### src/rtl/lift_pkg.sv
package lift_pkg;

  typedef enum logic [3:0] {
    ST_IDLE,
    ST_ADR_L, ST_WT_L,
    ST_ADR_M, ST_WT_M,
    ST_ADR_R, ST_WT_R,
    ST_KICK,  ST_HOLD,
    ST_PUT
  } seq_state_t;

  localparam int unsigned NUM_OPND = 3;

endpackage

### src/rtl/lift_seq_fsm.sv
module lift_seq_fsm
  import lift_pkg::*;
#(
  parameter int unsigned DEPTH = 256,
  parameter int unsigned AW    = $clog2(DEPTH)
) (
  input  logic                clk,
  input  logic                rst,
  input  logic                go,
  input  logic                go_shift,
  input  logic                calc_valid,
  output logic [AW-1:0]       seq_addr,
  output logic                seq_we,
  output logic [NUM_OPND-1:0] cap_en,
  output logic                calc_start,
  output logic                rslt_take,
  output logic                wb_fire,
  output logic                busy,
  output logic                done
);

  function automatic logic [AW-1:0] start_of(input logic sh);
    return sh ? AW'(1) : '0;
  endfunction

  function automatic logic [AW-1:0] stop_of(input logic sh);
    return sh ? AW'(DEPTH - 3) : AW'(DEPTH - 4);
  endfunction

  function automatic logic [AW-1:0] nbr(input logic [AW-1:0] l, input logic [1:0] k);
    return l + AW'(k);
  endfunction

  seq_state_t      state;
  logic [AW-1:0]   left_q;
  logic            shift_q;
  logic            done_q;
  logic            at_last;

  assign at_last = (left_q == stop_of(shift_q));

  always_ff @(posedge clk) begin
    if (rst) begin
      state   <= ST_IDLE;
      left_q  <= '0;
      shift_q <= 1'b0;
      done_q  <= 1'b0;
    end else begin
      done_q <= 1'b0;
      case (state)
        ST_IDLE: if (go) begin
          shift_q <= go_shift;
          left_q  <= start_of(go_shift);
          state   <= ST_ADR_L;
        end
        ST_ADR_L: state <= ST_WT_L;
        ST_WT_L:  state <= ST_ADR_M;
        ST_ADR_M: state <= ST_WT_M;
        ST_WT_M:  state <= ST_ADR_R;
        ST_ADR_R: state <= ST_WT_R;
        ST_WT_R:  state <= ST_KICK;
        ST_KICK:  state <= ST_HOLD;
        ST_HOLD:  if (calc_valid) state <= ST_PUT;
        ST_PUT: begin
          if (at_last) begin
            state  <= ST_IDLE;
            done_q <= 1'b1;
          end else begin
            left_q <= left_q + AW'(2);
            state  <= ST_ADR_L;
          end
        end
        default: state <= ST_IDLE;
      endcase
    end
  end

  always_comb begin
    case (state)
      ST_ADR_L, ST_WT_L:         seq_addr = nbr(left_q, 2'd0);
      ST_ADR_M, ST_WT_M, ST_PUT: seq_addr = nbr(left_q, 2'd1);
      ST_ADR_R, ST_WT_R:         seq_addr = nbr(left_q, 2'd2);
      default:                   seq_addr = left_q;
    endcase
  end

  assign cap_en     = {state == ST_WT_R, state == ST_WT_M, state == ST_WT_L};
  assign calc_start = (state == ST_KICK);
  assign rslt_take  = (state == ST_HOLD) && calc_valid;
  assign wb_fire    = (state == ST_PUT);
  assign seq_we     = wb_fire;
  assign busy       = (state != ST_IDLE);
  assign done       = done_q;

  p_first_addr_r3: assert property (@(posedge clk) disable iff (rst)
    (!busy && go) |=> (busy && seq_addr == start_of($past(go_shift))));

  p_centre_parity_r4: assert property (@(posedge clk) disable iff (rst)
    wb_fire |-> (seq_addr[0] != shift_q));

  p_kick_single_r6: assert property (@(posedge clk) disable iff (rst)
    calc_start |=> !calc_start);

  p_take_then_put_r7: assert property (@(posedge clk) disable iff (rst)
    rslt_take |=> wb_fire);

  p_put_needs_valid_r7: assert property (@(posedge clk) disable iff (rst)
    wb_fire |-> $past(rslt_take));

  p_done_after_put_r8: assert property (@(posedge clk) disable iff (rst)
    done |-> ($past(wb_fire) && !busy));

  p_shift_kept_r10: assert property (@(posedge clk) disable iff (rst)
    (busy && $past(busy)) |-> $stable(shift_q));

endmodule

### src/rtl/lift_operand_regs.sv
module lift_operand_regs
  import lift_pkg::*;
#(
  parameter int unsigned DW = 16
) (
  input  logic                         clk,
  input  logic                         rst,
  input  logic [DW-1:0]                rd_data,
  input  logic [NUM_OPND-1:0]          cap_en,
  input  logic                         rslt_take,
  input  logic [DW-1:0]                rslt_in,
  output logic [NUM_OPND-1:0][DW-1:0]  opnd,
  output logic [DW-1:0]                rslt_q
);

  for (genvar g = 0; g < NUM_OPND; g++) begin : g_opnd
    always_ff @(posedge clk) begin
      if (rst)            opnd[g] <= '0;
      else if (cap_en[g]) opnd[g] <= rd_data;
    end
  end

  always_ff @(posedge clk) begin
    if (rst)            rslt_q <= '0;
    else if (rslt_take) rslt_q <= rslt_in;
  end

  p_cap_single_r5: assert property (@(posedge clk) disable iff (rst)
    $onehot0(cap_en));

  p_cap_order_r5: assert property (@(posedge clk) disable iff (rst)
    cap_en[1] |-> $past(cap_en[0], 2));

endmodule

### src/rtl/lift_port_mux.sv
module lift_port_mux #(
  parameter int unsigned AW = 8,
  parameter int unsigned DW = 16
) (
  input  logic          sel_seq,
  input  logic          ld_valid,
  input  logic [AW-1:0] ld_addr,
  input  logic [DW-1:0] ld_data,
  input  logic [AW-1:0] seq_addr,
  input  logic          seq_we,
  input  logic [DW-1:0] seq_data,
  output logic [AW-1:0] mem_addr,
  output logic          mem_we,
  output logic [DW-1:0] mem_wdata
);

  always_comb begin
    if (sel_seq) begin
      mem_addr  = seq_addr;
      mem_we    = seq_we;
      mem_wdata = seq_data;
    end else begin
      mem_addr  = ld_addr;
      mem_we    = ld_valid;
      mem_wdata = ld_data;
    end
  end

endmodule

### src/rtl/lift_addr_seq.sv
module lift_addr_seq
  import lift_pkg::*;
#(
  parameter int unsigned DEPTH = 256,
  parameter int unsigned DW    = 16,
  localparam int unsigned AW   = $clog2(DEPTH)
) (
  input  logic          clk,
  input  logic          rst,
  input  logic          ld_valid,
  input  logic [AW-1:0] ld_addr,
  input  logic [DW-1:0] ld_data,
  input  logic          go,
  input  logic          go_shift,
  output logic [AW-1:0] mem_addr,
  output logic          mem_we,
  output logic [DW-1:0] mem_wdata,
  input  logic [DW-1:0] mem_rdata,
  output logic          calc_start,
  output logic [DW-1:0] calc_left,
  output logic [DW-1:0] calc_mid,
  output logic [DW-1:0] calc_right,
  input  logic          calc_valid,
  input  logic [DW-1:0] calc_result,
  output logic          busy,
  output logic          done
);

  logic [AW-1:0]               seq_addr;
  logic                        seq_we;
  logic [NUM_OPND-1:0]         cap_en;
  logic                        rslt_take;
  logic                        wb_fire;
  logic [NUM_OPND-1:0][DW-1:0] opnd;
  logic [DW-1:0]               rslt_q;

  lift_seq_fsm #(.DEPTH(DEPTH), .AW(AW)) u_fsm (
    .clk        (clk),
    .rst        (rst),
    .go         (go),
    .go_shift   (go_shift),
    .calc_valid (calc_valid),
    .seq_addr   (seq_addr),
    .seq_we     (seq_we),
    .cap_en     (cap_en),
    .calc_start (calc_start),
    .rslt_take  (rslt_take),
    .wb_fire    (wb_fire),
    .busy       (busy),
    .done       (done)
  );

  lift_operand_regs #(.DW(DW)) u_regs (
    .clk       (clk),
    .rst       (rst),
    .rd_data   (mem_rdata),
    .cap_en    (cap_en),
    .rslt_take (rslt_take),
    .rslt_in   (calc_result),
    .opnd      (opnd),
    .rslt_q    (rslt_q)
  );

  lift_port_mux #(.AW(AW), .DW(DW)) u_mux (
    .sel_seq   (busy),
    .ld_valid  (ld_valid),
    .ld_addr   (ld_addr),
    .ld_data   (ld_data),
    .seq_addr  (seq_addr),
    .seq_we    (seq_we),
    .seq_data  (rslt_q),
    .mem_addr  (mem_addr),
    .mem_we    (mem_we),
    .mem_wdata (mem_wdata)
  );

  assign calc_left  = opnd[0];
  assign calc_mid   = opnd[1];
  assign calc_right = opnd[2];

  p_no_loader_write_r9: assert property (@(posedge clk) disable iff (rst)
    (busy && mem_we) |-> wb_fire);

  p_wdata_is_result_r7: assert property (@(posedge clk) disable iff (rst)
    wb_fire |-> (mem_wdata == $past(calc_result)));

  p_operands_stable_r5: assert property (@(posedge clk) disable iff (rst)
    (busy && !calc_start && $past(calc_start)) |->
      ($stable(calc_left) && $stable(calc_mid) && $stable(calc_right)));

endmodule

### config.mk
export PLATFORM = sky130hd
export DESIGN_NAME = lift_addr_seq
export DESIGN_NICKNAME = d
export VERILOG_FILES = /design/src/rtl/lift_pkg.sv /design/src/rtl/lift_seq_fsm.sv /design/src/rtl/lift_operand_regs.sv /design/src/rtl/lift_port_mux.sv /design/src/rtl/lift_addr_seq.sv
export SDC_FILE = /design/constraint.sdc
export NUM_CORES = 1
export LEC_CHECK = 0
export BUFFER_PORTS_ARGS = -buffer_cell sky130_fd_sc_hd__buf_4
export CORE_ASPECT_RATIO = 0.75
export CORE_MARGIN = 2
export CORE_UTILIZATION = 53
export DETAILED_ROUTE_END_ITERATION = 12
export PLACE_DENSITY = 0.95
export SETUP_SLACK_MARGIN = 0.2
export SYNTH_ARGS = -nofsm -noshare
export SYNTH_HDL_FRONTEND = slang
export SYNTH_SLANG_ARGS = --single-unit
### constraint.sdc
create_clock -name clk -period 4.25 [get_ports clk]
set_input_delay 0.425 -clock clk [delete_from_list [all_inputs] [get_ports clk]]
set_output_delay 0.425 -clock clk [all_outputs]
set_load 0.03 [all_outputs]
==> results.py <==
metrics = {
    "setup_path": {
        "cp-startpoint": "u_fsm.state[2]",
        "start_kind": "register",
        "crit_path_cell_trace": "or4b_1 > o211ai_1 > nand2_1 > or2_0 > a31oi_1 > buf_4",
        "cp-end-kind": "output port",
        "criticalPathCategory": "reg2out",
        "cp.buffers_inverters": 1,
        "worst_r2r_path_depth": 4,
        "crit_family": "simple AND/OR/NAND/NOR gates",
        "cp_max_fo": 27,
        "reg2reg_slack_ns": 1.90,
        "cp_slowest_stage_delay_ns": 0.84,
        "cp.depth": 6,
        "cp.arrival_ns": 2.94,
        "reg2reg_to": "u_regs.opnd[38]",
        "rr_startpoint": "u_fsm.state[2]",
        "worstPathRequired_ns": 3.83,
        "cpMaxStageDelayCell": "dfxtp_1",
    },
    "logic_synthesis": {
        "synthesis.area_um2": 3601,
        "ys_seq_area_share_pct": 43.36,
        "synth_edf_count": 0,
        "synth_flop_cell": "dfxtp_1",
        "ys_types": 51,
        "syn_nets": 570,
        "yosysWarnings": 0,
        "async_flop_share_pct": 0,
        "synthCells": 506,
        "ys_seq_elements": 78,
        "syn_avg_cell_area_um2": 7.117,
    },
    "global_route": {
        "grt_max_degree": 79,
        "grt.total_usage_pct": 26.85,
        "grt_pass1_wl_um": 16350,
        "grt-ovfl-total": 0,
        "antenna_found_initial": 0,
        "grt_pass1_vias": 3552,
    },
    "route": {
        "dr.pass1.iters": 5,
        "drt_iter0_drc": 383,
        "wire_per_inst_um": 14.65,
        "vias_per_cell": 5.609,
        "vias": 3949,
        "drc": 0,
        "ant_nets": 0,
        "totalWireLength_um": 10320,
    },
    "floorplanning": {
        "core_area_um2": 6444,
        "die_w_um": 99.18,
        "die_height_um": 75.39,
        "dieArea_um2": 7477,
        "rows": 25,
        "pin_count": 138,
        "start_util_pct": 55.88,
    },
    "sta": {
        "finalMaxSlewViolations": 0,
        "tightest_slew_ns": 1.122,
        "final-setup-viol-count": 0,
        "hold_violations": 0,
        "slew_headroom_pct": 24.91,
        "min_period_ns": 3.361,
        "layout_worst_path_cycle_share_pct": 79.07,
        "fmax_ghz": 0.2976,
        "skew_ns": 0.008347,
        "setup_tns_ns": 0,
        "rsz0062_at_grt": "no",
    },
    "hold_path": {
        "hold_end": "u_regs.rslt_q[12]",
        "worst_hold_startpoint": "calc_result[12]",
        "holdPathStages": 3,
        "min_path_type": "in2reg",
    },
    "clock_network": {
        "cts_resized": 0,
        "clk_latency_ns": 0.34,
        "cts_buffers": 9,
        "cts_sinks": 78,
        "cts_root_buf": "clkbuf_8",
        "holdBufCountCts": 0,
        "post_cts_buffers": 0,
        "clock_path_buffers": 2,
        "path_clk_slew_ns": 0.09,
        "htree_levels": 3,
        "cts_tree": "yes",
    },
    "placement": {
        "routabilityCongestion": 0.9600,
        "dpl.hpwl_um": 7240,
        "dp.cells": 688,
        "portBuffers": 137,
    },
    "power": {
        "p_per_area_nw_per_um2": 385.9,
        "total_leakage_power_nw": 1.997,
        "irDropWorstVdd_v": 0.0002097,
    },
    "final_layout": {
        "area_growth_pct": 34.29,
        "antenna_cells": 0,
        "finalNetCount": 682,
        "layoutNonFillerInstCount": 704,
        "drive_gt1_share_pct": 25.36,
    },
    "job": {
        "cap_violations": 0,
    },
    "outcome": {
        "status": "complete, no violations",
    },
}
cells in the final DEF (no fill, tap or decap), types with 2 or more instances in the layout:
cell type	count
a32oi_1	2
a311oi_1	2
clkinv_4	2
bufinv_16	3
o21ai_0	10
inv_1	5
clkbuf_8	9
or3_1	2
nor2_1	14
o2bb2ai_1	2
a31oi_1	5
nor2b_1	4
o211ai_1	5
nor3_2	2
ha_1	2
a21oi_1	83
xnor2_1	6
nand3_1	10
dfxtp_1	78
nand3b_1	2
nand2_1	200
and3_1	3
buf_4	138
nand2b_1	3
a211oi_1	2
routing by layer:
metal  GRT usage [%]  wire, um  up-vias
met5               0         0        -
met1           33.98      4254     1819
met2           45.05      4969      190
li1                -         -     1920
met4           9.589       157        0
met3           7.431       935       20
worst register-to-register path, cell delays in order, from the launching register on:
cell and delay, ns:
dfxtp_1 0.84, nand2_1 0.18, nor2_1 0.89, nand2_1 0.19, a21oi_1 0.19
worst max path at each step:
stage                             end  slack (ns)
after floorplan           mem_addr[3]        1.81
after global placement    mem_addr[2]        1.38
after detailed placement  mem_addr[2]        1.28
after CTS                 mem_addr[2]        0.90
after global routing      mem_addr[2]        0.71
final                     mem_addr[2]        0.89
synthesized netlist by cell type (3+ instances only):
library cell,n,area (um2)
clkbuf_1,23,86.33
nor2b_1,4,25.02
nor2_1,14,52.55
o21ai_0,10,50.05
nand3_1,10,50.05
a21oi_1,83,415.4
dfxtp_1,78,1562
and3_1,3,18.77
o211ai_1,5,37.54
nand2b_1,3,18.77
xnor2_1,6,52.55
a31oi_1,5,31.28
buf_2,12,60.06
inv_1,5,18.77
nand2_1,200,750.7
flip-flops by register name (all words and copies together) (netlist names):
signal / cells
u_fsm.done: 1
u_fsm.left_q: 8
u_fsm.shift_q: 1
u_fsm.state: 4
u_regs.opnd: 48
u_regs.rslt_q: 16
stage by stage:
| stage | worst slack, ns | power [W] | utilization (%) | hold slack (ns) | instance area (um2) |
|---|---|---|---|---|---|
| 2_1_floorplan | 1.809 | 0.001042 | - | 0.4366 | 3601 |
| 3_3_place_gp | 1.379 | 0.001195 | 71.22 | 0.4417 | 4589 |
| 3_5_place_dp | 1.282 | 0.001205 | 71.22 | 0.4474 | 4589 |
| 4_1_cts | 0.9004 | 0.001871 | 75.05 | 0.3203 | 4836 |
| 5_1_grt | 0.7054 | 0.001935 | 75.05 | 0.3136 | 4836 |
| 6_report | 0.8894 | 0.001866 | 75.05 | 0.3244 | 4836 |
layout make-up:
cell class / instances / area, um2
fill: 475 / 1608
clock inverter: 6 / 118.9
inverter: 5 / 18.77
sequential: 78 / 1562
clock buffer: 10 / 127.6
multi-input combinational: 386 / 1872
tap: 81 / 101.3
timing repair buffer: 138 / 1036
cell families (layout without fill, tap and decap cells):
family / count (synthesis) / in the layout / synth area share (%)
AND/OR/NAND/NOR: 251 / 251 / 29.08
AO/OA/AOI/OAI: 125 / 125 / 20.05
flip-flops: 78 / 78 / 43.36
buffers and inverters: 42 / 159 / 4.795
XOR/XNOR: 7 / 7 / 1.703
adder cells (fa/ha/maj): 2 / 2 / 0.6948
multiplexers: 1 / 1 / 0.3127
report_power, final:
| part | total [W] | internal (W) | switching [W] |
|---|---|---|---|
| Clock | 0.000675 | 0.000397 | 0.000278 |
| Combinational | 0.000413 | 0.000154 | 0.000259 |
| Sequential | 0.000778 | 0.000750 | 0.0000286 |
| Total | 0.00187 | 0.00130 | 0.000566 |
No activity file was read; power rests on OpenSTA's default activity.
